## src/rtl/ubc_pkg.sv

```systemverilog
package ubc_pkg;
  localparam int DATA_W = 8;
  localparam int ADDR_W = 4;
  localparam int OPC_W  = DATA_W - ADDR_W;
  localparam int NUM_T  = 6;
  localparam int NSRC   = 5;

  localparam logic [OPC_W-1:0] OPC_LDA = 4'h0;
  localparam logic [OPC_W-1:0] OPC_ADD = 4'h1;
  localparam logic [OPC_W-1:0] OPC_SUB = 4'h2;
  localparam logic [OPC_W-1:0] OPC_OUT = 4'hE;
  localparam logic [OPC_W-1:0] OPC_HLT = 4'hF;

  // bus source index order used by the datapath mux
  localparam int SRC_PC  = 0;
  localparam int SRC_RAM = 1;
  localparam int SRC_IR  = 2;
  localparam int SRC_ACC = 3;
  localparam int SRC_ALU = 4;

  typedef struct packed {
    logic pc_inc;
    logic pc_drv;
    logic mar_ld;
    logic ram_drv;
    logic ir_ld;
    logic ir_drv;
    logic acc_ld;
    logic acc_drv;
    logic sub_sel;
    logic alu_drv;
    logic b_ld;
    logic out_ld;
  } ctrl_word_t;

  function automatic logic [DATA_W-1:0] alu_eval(input logic [DATA_W-1:0] a,
                                                 input logic [DATA_W-1:0] b,
                                                 input logic sub);
    logic [DATA_W-1:0] r;
    if (sub) r = a - b;
    else     r = a + b;
    return r;
  endfunction

  function automatic logic [NSRC-1:0] bus_drivers(input ctrl_word_t c);
    logic [NSRC-1:0] d;
    d = '0;
    d[SRC_PC]  = c.pc_drv;
    d[SRC_RAM] = c.ram_drv;
    d[SRC_IR]  = c.ir_drv;
    d[SRC_ACC] = c.acc_drv;
    d[SRC_ALU] = c.alu_drv;
    return d;
  endfunction

  function automatic logic is_mem_op(input logic [OPC_W-1:0] op);
    return (op == OPC_LDA) || (op == OPC_ADD) || (op == OPC_SUB);
  endfunction
endpackage

```

## src/rtl/ubc_sequencer.sv

```systemverilog
module ubc_sequencer
  import ubc_pkg::*;
#(
  parameter int T_STATES = NUM_T,
  parameter int OW       = OPC_W
) (
  input  logic                clk,
  input  logic                rst,
  input  logic [OW-1:0]       opcode,
  output logic [T_STATES-1:0] tstate,
  output ctrl_word_t          cw,
  output logic                halted,
  output logic                halt_hit
);
  localparam logic [T_STATES-1:0] T_FIRST = T_STATES'(1);

  assign halt_hit = tstate[3] && (opcode == OPC_HLT) && !halted;

  always_ff @(posedge clk) begin
    if (rst) begin
      tstate <= T_FIRST;
      halted <= 1'b0;
    end else if (!halted) begin
      tstate <= {tstate[T_STATES-2:0], tstate[T_STATES-1]};
      if (halt_hit) halted <= 1'b1;
    end
  end

  always_comb begin
    cw = '0;
    if (!halted) begin
      if (tstate[0]) begin
        cw.pc_drv = 1'b1;
        cw.mar_ld = 1'b1;
      end
      if (tstate[1]) cw.pc_inc = 1'b1;
      if (tstate[2]) begin
        cw.ram_drv = 1'b1;
        cw.ir_ld   = 1'b1;
      end
      if (tstate[3]) begin
        if (is_mem_op(opcode)) begin
          cw.ir_drv = 1'b1;
          cw.mar_ld = 1'b1;
        end else if (opcode == OPC_OUT) begin
          cw.acc_drv = 1'b1;
          cw.out_ld  = 1'b1;
        end
      end
      if (tstate[4]) begin
        if (opcode == OPC_LDA) begin
          cw.ram_drv = 1'b1;
          cw.acc_ld  = 1'b1;
        end else if (opcode == OPC_ADD || opcode == OPC_SUB) begin
          cw.ram_drv = 1'b1;
          cw.b_ld    = 1'b1;
        end
      end
      if (tstate[5]) begin
        if (opcode == OPC_ADD || opcode == OPC_SUB) begin
          cw.alu_drv = 1'b1;
          cw.acc_ld  = 1'b1;
          cw.sub_sel = (opcode == OPC_SUB);
        end
      end
    end
  end
endmodule

```

## src/rtl/ubc_memory.sv

```systemverilog
module ubc_memory
  import ubc_pkg::*;
#(
  parameter int DW = DATA_W,
  parameter int AW = ADDR_W
) (
  input  logic          clk,
  input  logic          rst,
  input  logic          mar_ld,
  input  logic [AW-1:0] bus_addr,
  input  logic          wr_en,
  input  logic [AW-1:0] wr_addr,
  input  logic [DW-1:0] wr_data,
  output logic [DW-1:0] rd_data
);
  localparam int DEPTH = 1 << AW;

  logic [DW-1:0] mem [DEPTH];
  logic [AW-1:0] mar;

  always_ff @(posedge clk) begin
    if (rst)         mar <= '0;
    else if (mar_ld) mar <= bus_addr;
  end

  always_ff @(posedge clk) begin
    if (wr_en) mem[wr_addr] <= wr_data;
  end

  assign rd_data = mem[mar];
endmodule

```

## src/rtl/ubc_datapath.sv

```systemverilog
module ubc_datapath
  import ubc_pkg::*;
#(
  parameter int DW = DATA_W,
  parameter int AW = ADDR_W
) (
  input  logic          clk,
  input  logic          rst,
  input  ctrl_word_t    cw,
  input  logic [DW-1:0] ram_data,
  output logic [DW-1:0] bus,
  output logic [DW-AW-1:0] opcode,
  output logic [NSRC-1:0]  drv_en,
  output logic [DW-1:0] out_port
);
  logic [AW-1:0] pc;
  logic [DW-1:0] ir;
  logic [DW-1:0] acc;
  logic [DW-1:0] breg;
  logic [DW-1:0] alu_y;
  logic [DW-1:0] src   [NSRC];
  logic [DW-1:0] gated [NSRC];

  assign alu_y  = alu_eval(acc, breg, cw.sub_sel);
  assign opcode = ir[DW-1:AW];
  assign drv_en = bus_drivers(cw);

  assign src[SRC_PC]  = {{(DW-AW){1'b0}}, pc};
  assign src[SRC_RAM] = ram_data;
  assign src[SRC_IR]  = {{(DW-AW){1'b0}}, ir[AW-1:0]};
  assign src[SRC_ACC] = acc;
  assign src[SRC_ALU] = alu_y;

  for (genvar g = 0; g < NSRC; g++) begin : g_gate
    assign gated[g] = drv_en[g] ? src[g] : '0;
  end

  always_comb begin
    bus = '0;
    for (int i = 0; i < NSRC; i++) bus = bus | gated[i];
  end

  always_ff @(posedge clk) begin
    if (rst) begin
      pc       <= '0;
      ir       <= '0;
      acc      <= '0;
      breg     <= '0;
      out_port <= '0;
    end else begin
      if (cw.pc_inc) pc       <= pc + 1'b1;
      if (cw.ir_ld)  ir       <= bus;
      if (cw.acc_ld) acc      <= bus;
      if (cw.b_ld)   breg     <= bus;
      if (cw.out_ld) out_port <= bus;
    end
  end
endmodule

```

## src/rtl/acc_microcomputer.sv

```systemverilog
module acc_microcomputer
  import ubc_pkg::*;
(
  input  logic              clk,
  input  logic              rst,
  input  logic              wr_en,
  input  logic [ADDR_W-1:0] wr_addr,
  input  logic [DATA_W-1:0] wr_data,
  output logic [DATA_W-1:0] out_port,
  output logic              halted
);
  ctrl_word_t        cw;
  logic [NUM_T-1:0]  tstate;
  logic [OPC_W-1:0]  opcode;
  logic [DATA_W-1:0] bus;
  logic [DATA_W-1:0] ram_data;
  logic [NSRC-1:0]   drv_en;
  logic              halt_hit;

  ubc_sequencer #(.T_STATES(NUM_T), .OW(OPC_W)) u_seq (
    .clk(clk), .rst(rst), .opcode(opcode), .tstate(tstate),
    .cw(cw), .halted(halted), .halt_hit(halt_hit)
  );

  ubc_memory #(.DW(DATA_W), .AW(ADDR_W)) u_mem (
    .clk(clk), .rst(rst), .mar_ld(cw.mar_ld), .bus_addr(bus[ADDR_W-1:0]),
    .wr_en(wr_en), .wr_addr(wr_addr), .wr_data(wr_data), .rd_data(ram_data)
  );

  ubc_datapath #(.DW(DATA_W), .AW(ADDR_W)) u_dp (
    .clk(clk), .rst(rst), .cw(cw), .ram_data(ram_data), .bus(bus),
    .opcode(opcode), .drv_en(drv_en), .out_port(out_port)
  );
endmodule

```

## config.mk

```make
export PLATFORM = sky130hd
export DESIGN_NAME = acc_microcomputer
export DESIGN_NICKNAME = d
export VERILOG_FILES = /design/src/rtl/ubc_pkg.sv /design/src/rtl/ubc_sequencer.sv /design/src/rtl/ubc_memory.sv /design/src/rtl/ubc_datapath.sv /design/src/rtl/acc_microcomputer.sv
export SDC_FILE = /design/constraint.sdc
export NUM_CORES = 1
export LEC_CHECK = 0
export ABC_CLOCK_PERIOD_IN_PS = 6900
export CAP_MARGIN = 20
export CORE_MARGIN = 8
export CORE_UTILIZATION = 60
export CTS_CLUSTER_SIZE = 20
export DETAILED_ROUTE_END_ITERATION = 8
export PLACE_DENSITY = 0.83
export SETUP_SLACK_MARGIN = 0.3
export SYNTH_ARGS = -nofsm -noshare
export SYNTH_HDL_FRONTEND = slang
export SYNTH_SLANG_ARGS = --single-unit
```

## constraint.sdc

```tcl
create_clock -name clk -period 6.9 [get_ports clk]
set_input_delay 1.725 -clock clk [delete_from_list [all_inputs] [get_ports clk]]
set_output_delay 1.725 -clock clk [all_outputs]
set_load 0.02 [all_outputs]
```

# Word-level counts from Yosys, hierarchy flattened
# Memory sizes are Yosys's and may differ from the RTL's. A register that Yosys moved wholly into a read port is not among the register bits.
# Cells that the tools add are included.
[classes]
muxes = 35
add_sub_neg = 3
reduce_logical = 7
n_bitwise = 4
n_eq_ne = 4
[ops]
columns = ["operator", "n"]
rows = [
  ["8-bit two-way mux", 4],
  ["8-bit bitwise OR", 4],
  ["1-bit two-way mux", 22],
  ["4-bit two-way mux", 4],
  ["12-bit two-way mux", 1],
  ["8-bit adder", 1],
  ["4-bit equality test (second input constant)", 2],
  ["2-bit two-way mux", 4],
  ["8-bit subtractor", 1],
  ["4-bit by 1-bit adder with 4-bit output (second input constant)", 1],
  ["4-bit by 1-bit equality test with 1-bit output (second input constant)", 1],
  ["4-bit by 2-bit equality test with 1-bit output (second input constant)", 1],
  ["4-bit logical NOT", 1],
  ["1-bit logical OR", 3],
  ["1-bit logical AND", 2],
  ["1-bit logical NOT", 1],
]
[totals]
n_memories = 1
out_inout_bits = 9
ramBits = 128
regBits = 47
[memory_table]
columns = ["name", "words", "word_bits", "read_ports", "rd_clocked_by_memory_dff", "wr", "line_no", "rtl"]
rows = [
  ["u_mem.mem", 16, 8, 1, 1, 1, "ubc_memory.sv:18", "logic [DW-1:0] mem [DEPTH];"],
]

# Depth between registers and ports, before layout
# Gate-level depths: netlist of run 1.
[logic_depth]
word_depth = 13
depth_mapped = 12
depth_no_buf = 11

# Cells and area by module
# A second synthesis of run 1 with hierarchy kept.
[unflattened]
cells_unflattened = 537
hier_area_um2 = 7684.9
[modules_own_cells]
columns = ["module", "cells_per_inst", "area_each_um2", "seq_area_each_um2", "instances"]
rows = [
  ["ubc_memory", 238, 5206.2, 4003.8, 1],
  ["ubc_datapath", 251, 2053.2, 720.7, 1],
  ["ubc_sequencer", 48, 425.4, 140.1, 1],
]

# Worst setup path before layout of run 1
# OpenSTA, ideal clock, no wires.
[synth_path]
path_kind = "input to register"
start = "input wr_addr[2]"
end = "memory u_mem.mem[0][0] in the netlist's numbering, enable pin"
path_buffers = 0
arrival_ps = 2835
t_required_ps = 6517
setup_time_ps = 383
slack_ps = 3682
cell_stages = 2
path_cell_list = "or3b_2 -> nor3_1"
[synth_rtl]
columns = ["item", "line_no", "rtl"]
rows = [
  ["start: declaration", "acc_microcomputer.sv:7", "input logic [ADDR_W-1:0] wr_addr,"],
  ["end: declaration", "ubc_memory.sv:18", ""],
]
# Straight into the memory's write port.

# Final worst setup path of run 1
[layout_path]
start = "register u_seq.halted"
end = "register u_dp.acc[7]"
[layout_via]
elab_chain_len = 6
[layout_lines]
columns = ["item", "line_no", "rtl"]
rows = [
  ["start: declaration", "ubc_sequencer.sv:12", "output logic halted,"],
  ["start signal: assignment", "ubc_sequencer.sv:22", "halted <= 1'b0;"],
  ["start signal: assignment", "ubc_sequencer.sv:25", "if (halt_hit) halted <= 1'b1;"],
  ["12-bit two-way mux (*)", "ubc_sequencer.sv:31", "if (!halted) begin"],
  ["8-bit two-way mux", "ubc_datapath.sv:35", "assign gated[g] = drv_en[g] ? src[g] : '0;"],
  ["8-bit bitwise OR (4 in a row)", "ubc_datapath.sv:40", "for (int i = 0; i < NSRC; i++) bus = bus | gated[i];"],
  ["end signal: assignment", "ubc_datapath.sv:53", "if (cw.acc_ld) acc <= bus;"],
  ["end: declaration", "ubc_datapath.sv:18", "logic [DW-1:0] acc;"],
]
# Mark *: on every way between the ends. The rest lies on a longest branch, timed or not.
# A chain may end at the register's enable or synchronous reset.

==> results of run 1 <==
## synthesized netlist by cell type (all sizes together)
cell type  count  area (sq um)
a211oi        32           240
a21oi         21           116
a222oi         1          10.0
a22o           1          8.76
a22oi          9          67.6
a311oi         2          17.5
a31oi          3          18.8
a32o           1          10.0
a41oi          1          8.76
and2           2          12.5
buf           20           136
clkbuf         6          23.8
dfxtp         51          1020
edfxtp       128          3840
fa             1          20.0
ha             9           113
inv            8          30.0
mux2           2          22.5
mux2i         17           170
mux4          31           754
nand2         13          48.8
nand2b         5          31.3
nand3          3          15.0
nand3b         3          22.5
nand4          2          12.5
nand4b         2          17.5
nor2          69           259
nor2b          9          56.3
nor3          17          85.1
nor4           3          33.8
nor4bb         1          10.0
o211a          1          10.0
o21a           5          37.5
o21ai          3          15.0
o31ai          2          15.0
or2            2          12.5
or3b           1          8.76
xnor2         11          96.3
xor2           4          35.0
## stage by stage
step / worst slack (ns) / instance area, sq um / hold slack [ns] / std cells / util [%]
floorplan: 3.68 / 7470 / 0.430 / 502 / -
global placement: 2.99 / 7780 / 0.450 / 672 / 64.5
detailed placement: 2.80 / 7780 / 0.443 / 672 / 64.5
CTS: 3.25 / 8340 / 0.469 / 704 / 69.1
global route: 3.15 / 8360 / 0.484 / 708 / 69.3
finish: 3.39 / 8360 / 0.476 / 708 / 69.3
## worst max-delay path, cell delays in order, from the launching register on
cell and delay [ns]:
dfxtp_1 0.45, nor4bb_1 0.58, and2_1 0.32, mux2_2 0.39, inv_1 0.06, ha_1 0.21, nor2b_1 0.14, o31ai_1 0.44
a31oi_1 0.18, xnor2_1 0.17, a21oi_1 0.13, a211oi_1 0.34
## where the power goes
part	internal, W	total (W)	switching, W
clock	0.000474	0.000906	0.000431
combinational	0.0000676	0.000161	0.0000939
sequential	0.00118	0.00119	0.0000146
total	0.00172	0.00226	0.000540
## cells by family (layout without fill, tap and decap cells)
logic type,count (synthesis),in the layout,synth area share [%]
adder cells (fa/ha/maj),10,10,1.78
multiplexers,50,50,12.7
buffers and inverters,34,72,2.55
AO/OA/AOI/OAI,82,82,7.71
XOR/XNOR,15,15,1.76
flip-flops,179,179,65.1
AND/OR/NAND/NOR,132,132,8.38
## per-layer routing
layer  track usage (%)  up-vias  routed length [microns]
li1                  -     2003                        -
met1              24.1     2233                     6390
met2              34.8      172                     8400
met3              5.62       42                      877
met4              8.40        0                      404
met5                 0        -                        0
## how the worst max path moves through the flow
stage | from | to | cells past startpoint
4_1_cts | wr_en | u_mem.mem[0][5]$_DFFE_PP_ | 3
5_1_grt | u_seq.halted$_SDFF_PP0_ | u_dp.out_port[5]$_SDFFE_PP0N_ | 11
3_3_place_gp | wr_en | u_mem.mem[0][1]$_DFFE_PP_ | 3
2_1_floorplan | wr_addr[2] | u_mem.mem[0][0]$_DFFE_PP_ | 2
6_report | u_seq.halted$_SDFF_PP0_ | u_dp.acc[7]$_SDFFE_PP0P_ | 11
3_5_place_dp | wr_en | u_mem.mem[0][3]$_DFFE_PP_ | 3
## area by class of cell
type,instances,area [sq um],area share [%]
Sequential cell,179,4860,58.2
Multi-Input combinational cell,289,2410,28.9
Clock buffer,19,433,5.18
Timing Repair Buffer,32,290,3.47
Tap cell,168,210,2.51
Clock inverter,13,118,1.41
Inverter,8,30.0,0.359
## flip-flops by register name (all words and copies together) (netlist names), named ones only
register	cells
u_dp.acc	8
u_dp.breg	8
u_dp.ir	8
u_dp.out_port	8
u_dp.pc	4
u_mem.mar	4
u_mem.mem	128
u_seq.halted	1
u_seq.tstate	6
==> results.py, run 1 <==
metrics = {
    "status": {
        "status": "completed",
    },
    "yosys": {
        "synth.distinct_cells": 49,
        "syn_area_sq_mm": 0.00747,
        "synth_fp_nets": 527,
        "synth-seq-cells": 179,
        "ys_warn_count": 0,
        "synth_cells": 502,
        "ys_seq_area_share_pct": 65.1,
        "synth_area_per_cell_sq_um": 14.9,
    },
    "clock_network": {
        "clock_tree.root_cell": "clkbuf_16",
        "clk_pin_slew_worst_paths_ns": 0.07,
        "insertion_delay_ns": 0.44,
        "cts_num_sinks": 179,
        "tritoncts": "done",
        "clk_path_buf_depth": 2,
        "cts_resized": 0,
        "holdBufCountCts": 0,
        "h-tree-depth": 4,
        "cts_setup_buffers": 0,
        "numCtsBuffers": 17,
    },
    "die": {
        "fp.dieH_microns": 128,
        "std_cell_rows": 40,
        "die_width_microns": 128,
        "core-area_sq_mm": 0.0121,
        "start_util_pct": 61.9,
        "dieArea_sq_mm": 0.0163,
        "ioPinCount": 24,
    },
    "setup_path": {
        "reg2reg_to": "u_dp.acc[7]$_SDFFE_PP0P_",
        "crit_path_end_kind": "flip-flop",
        "cp_max_fo": 16,
        "critPathRequiredTime_ns": 7.23,
        "worst-setup-path-type": "flip-flop to flip-flop",
        "reg2reg_from": "u_seq.halted$_SDFF_PP0_",
        "cp-start-kind": "flip-flop",
        "reg2reg_depth": 11,
        "cp.arrival_ns": 3.84,
        "r2r_slack_ns": 3.39,
    },
    "global_routing": {
        "track_usage_pct": 20.5,
        "grt_pass1_wl_microns": 24500,
        "grt_max_degree": 48,
        "grt_pass1_vias": 4405,
        "grt_overflow": 0,
        "antenna_found_initial": 0,
    },
    "detailed_routing": {
        "ant_nets": 0,
        "routed_wl_microns": 16100,
        "vias": 4450,
        "avgViaCountPerCell": 6.29,
        "drt-wirelength-per-cell_microns": 22.7,
        "drc_errors": 0,
        "drt-pass1-iter-count": 5,
        "drtIter0Drc": 446,
    },
    "place": {
        "place_congestion": 0.844,
        "hpwl_microns": 10100,
        "port_buffers": 23,
    },
    "min_path": {
        "hold_path.class": "flip-flop to flip-flop",
        "hold_depth": 2,
        "min_from": "u_seq.tstate[0]$_SDFFE_PP1N_",
        "hold_end": "u_seq.tstate[0]$_SDFFE_PP1N_",
    },
    "power_and_ir_drop": {
        "p_leak_nw": 2.67,
        "peakVddDrop_v": 0.000231,
        "power_density_mw_per_mm2": 270,
        "fin_total_pwr_w": 0.00226,
    },
    "sta": {
        "slew_viol_final": 0,
        "layout_min_cycle_time_ns": 3.51,
        "grt_setup_unrepaired": "false",
        "fin_skew_ns": 0.0147,
        "worst_pin_slew_ns": 1.01,
        "hold_viol": 0,
        "timing.fmax_mhz": 285,
        "setup_viol": 0,
        "finalCritPeriodShare_pct": 50.8,
        "fin_tns_setup_ns": 0,
        "max_slew_margin_pct": 32.1,
    },
    "finish": {
        "drive_gt1_share_pct": 11.5,
        "area_delta_synth_final_pct": 11.9,
        "final_common_cell": "edfxtp_1",
        "fillers": 790,
        "final_nets": 552,
        "final_cell_mix": "128 x edfxtp_1, 69 x nor2_1, 51 x dfxtp_1",
        "n_antenna_cell": 0,
    },
    "job": {
        "cap_violations": 0,
    },
}
Note: power is estimated with default switching activity, not from simulation.
==> run 2: changes to the inputs <==
ABC_CLOCK_PERIOD_IN_PS = 3600   (was 6900)
clock period = 3.6 ns   (was 6.9 ns; I/O delays follow)
==> results.py, run 2 (same netlist as run 1, synthesis figures left out) <==
metrics = {
    "status": {
        "status": "completed",
    },
    "die": {
        "core-area_sq_mm": 0.0121,
        "fp.dieH_microns": 128,
        "ioPinCount": 24,
        "std_cell_rows": 40,
        "die_width_microns": 128,
        "start_util_pct": 61.9,
        "dieArea_sq_mm": 0.0163,
    },
    "clock_network": {
        "cts_setup_buffers": 0,
        "holdBufCountCts": 0,
        "clk_path_buf_depth": 2,
        "clock_tree.root_cell": "clkbuf_16",
        "h-tree-depth": 4,
        "cts_num_sinks": 179,
        "insertion_delay_ns": 0.43,
        "tritoncts": "done",
        "clk_pin_slew_worst_paths_ns": 0.07,
        "numCtsBuffers": 17,
    },
    "sta": {
        "worst_pin_slew_ns": 0.883,
        "timing.fmax_mhz": 337,
        "max_slew_margin_pct": 40.6,
        "hold_viol": 0,
        "finalCritPeriodShare_pct": 82.4,
        "fin_tns_setup_ns": 0,
        "slew_viol_final": 0,
        "whs_ns": 0.468,
        "fin_skew_ns": 0.0132,
        "setup_viol": 0,
        "layout_min_cycle_time_ns": 2.97,
        "grt_setup_unrepaired": "false",
    },
    "finish": {
        "drive_gt1_share_pct": 14.7,
        "area_delta_synth_final_pct": 13.7,
        "register_area_sq_mm": 0.00486,
        "largest_reg_flops": 128,
        "final_cells": 726,
        "final_common_cell": "edfxtp_1",
        "final_nets": 570,
        "regMostFlops": "u_mem.mem",
        "final_cell_mix": "128 x edfxtp_1, 69 x nor2_1, 51 x dfxtp_1",
        "fillers": 757,
        "multiInputGateArea_sq_mm": 0.00242,
        "n_antenna_cell": 0,
    },
    "detailed_routing": {
        "avgViaCountPerCell": 6.17,
        "ant_nets": 0,
        "drt-pass1-iter-count": 5,
        "routed_wl_microns": 15900,
        "drc_errors": 0,
        "drtIter0Drc": 434,
        "drt-wirelength-per-cell_microns": 21.9,
        "vias": 4478,
    },
    "min_path": {
        "hold_path.class": "flip-flop to flip-flop",
        "hold_depth": 2,
    },
    "global_routing": {
        "track_usage_pct": 20.5,
        "grt_max_degree": 48,
        "antenna_found_initial": 0,
        "grt_overflow": 0,
        "grt_pass1_wl_microns": 24700,
        "grt_pass1_vias": 4670,
    },
    "place": {
        "dp_cells": 693,
        "hpwl_microns": 10300,
        "port_buffers": 23,
        "place_congestion": 0.965,
    },
    "setup_path": {
        "worst-setup-path-type": "flip-flop to flip-flop",
        "critPathRequiredTime_ns": 3.92,
        "cp_max_fo": 6,
        "cp.arrival_ns": 3.29,
        "cp-start-kind": "flip-flop",
        "crit_path_end_kind": "flip-flop",
        "reg2reg_depth": 11,
    },
    "power_and_ir_drop": {
        "fin_total_pwr_w": 0.00425,
        "pwr-share-comb_pct": 7.0,
        "p_sw_share_pct": 22.9,
        "p_sw_w": 0.000975,
        "peakVddDrop_v": 0.000462,
        "p_seq_share_pct": 54.0,
        "power_density_mw_per_mm2": 500,
        "clock_power_share_pct": 38.9,
        "power.internal_w": 0.00327,
        "p_leak_nw": 2.76,
    },
    "job": {
        "cap_violations": 0,
    },
}
run 2: changes by cell type in the layout (fill, tap and decap cells not counted), moves of 2 or more:
cell	change
clkinv_2	+2
buf_2	-2
buf_4	+22
clkinv_1	+2
inv_8	-2
clkbuf_1	-2
run 2: worst paths after layout:
path | from | to | slack (ns)
setup / recovery | u_dp.ir[5]$_SDFFE_PP0P_ | flip-flop | 0.63
hold / removal | u_seq.tstate[0]$_SDFFE_PP1N_ | u_seq.tstate[0]$_SDFFE_PP1N_ | 0.47
setup reg to reg | u_dp.ir[5]$_SDFFE_PP0P_ | flip-flop | 0.63
hold reg to reg | u_seq.tstate[0]$_SDFFE_PP1N_ | u_seq.tstate[0]$_SDFFE_PP1N_ | 0.47
run 2: cell type report:
| cell class | instances | share of cell area (%) |
|---|---|---|
| flip-flops and latches | 179 | 57.3 |
| multi-input cells | 289 | 28.5 |
| repair buffers | 50 | 5.10 |
| clock buffers | 17 | 5.01 |
| well taps | 168 | 2.48 |
| clock inverters | 15 | 1.22 |
| inverters | 8 | 0.354 |
run 2: timing repair:
action                                  4_1_cts  5_1_grt
gates resized for setup                       0        2
hold endpoints to repair                      0        0
endpoints found under the setup margin        0       12
run 2: stage by stage:
step                      util [%]  setup slack, ns  cell area, sq um
after floorplan                  -            0.756              7470
after global placement        65.9            0.659              7940
after detailed placement      65.9            0.551              7940
after CTS                     70.2            0.531              8470
after global routing          70.4            0.334              8490
final                         70.4            0.634              8490
run 2: power groups by stage:
stage	sequential (W)	combinational [W]	clock, W
6_report	0.00230	0.000299	0.00165
5_1_grt	0.00230	0.000321	0.00175
4_1_cts	0.00230	0.000296	0.00168
3_5_place_dp	0.00234	0.000291	0
3_3_place_gp	0.00233	0.000278	0
2_1_floorplan	0.00231	0.000218	0
run 2: worst max-delay path, cell delays in order, from the launching register on:
cell and delay [ns]:
dfxtp_1 0.42, nor4bb_2 0.29, and2_1 0.29, mux2_2 0.38, inv_1 0.06, ha_1 0.21
nor2b_1 0.15, o31ai_2 0.27, nand2_1 0.08, o21ai_0 0.25, a21oi_1 0.14, a211oi_1 0.33
run 2: layer usage:
metal | share of wire [%] | wire (microns) | track usage (%) | vias up
li1 | - | - | - | 2036
met1 | 40 | 6370 | 23.2 | 2244
met2 | 52 | 8250 | 35.2 | 159
met3 | 5.3 | 839 | 5.41 | 39
met4 | 3.0 | 475 | 10.5 | 0
met5 | 0 | 0 | 0 | -
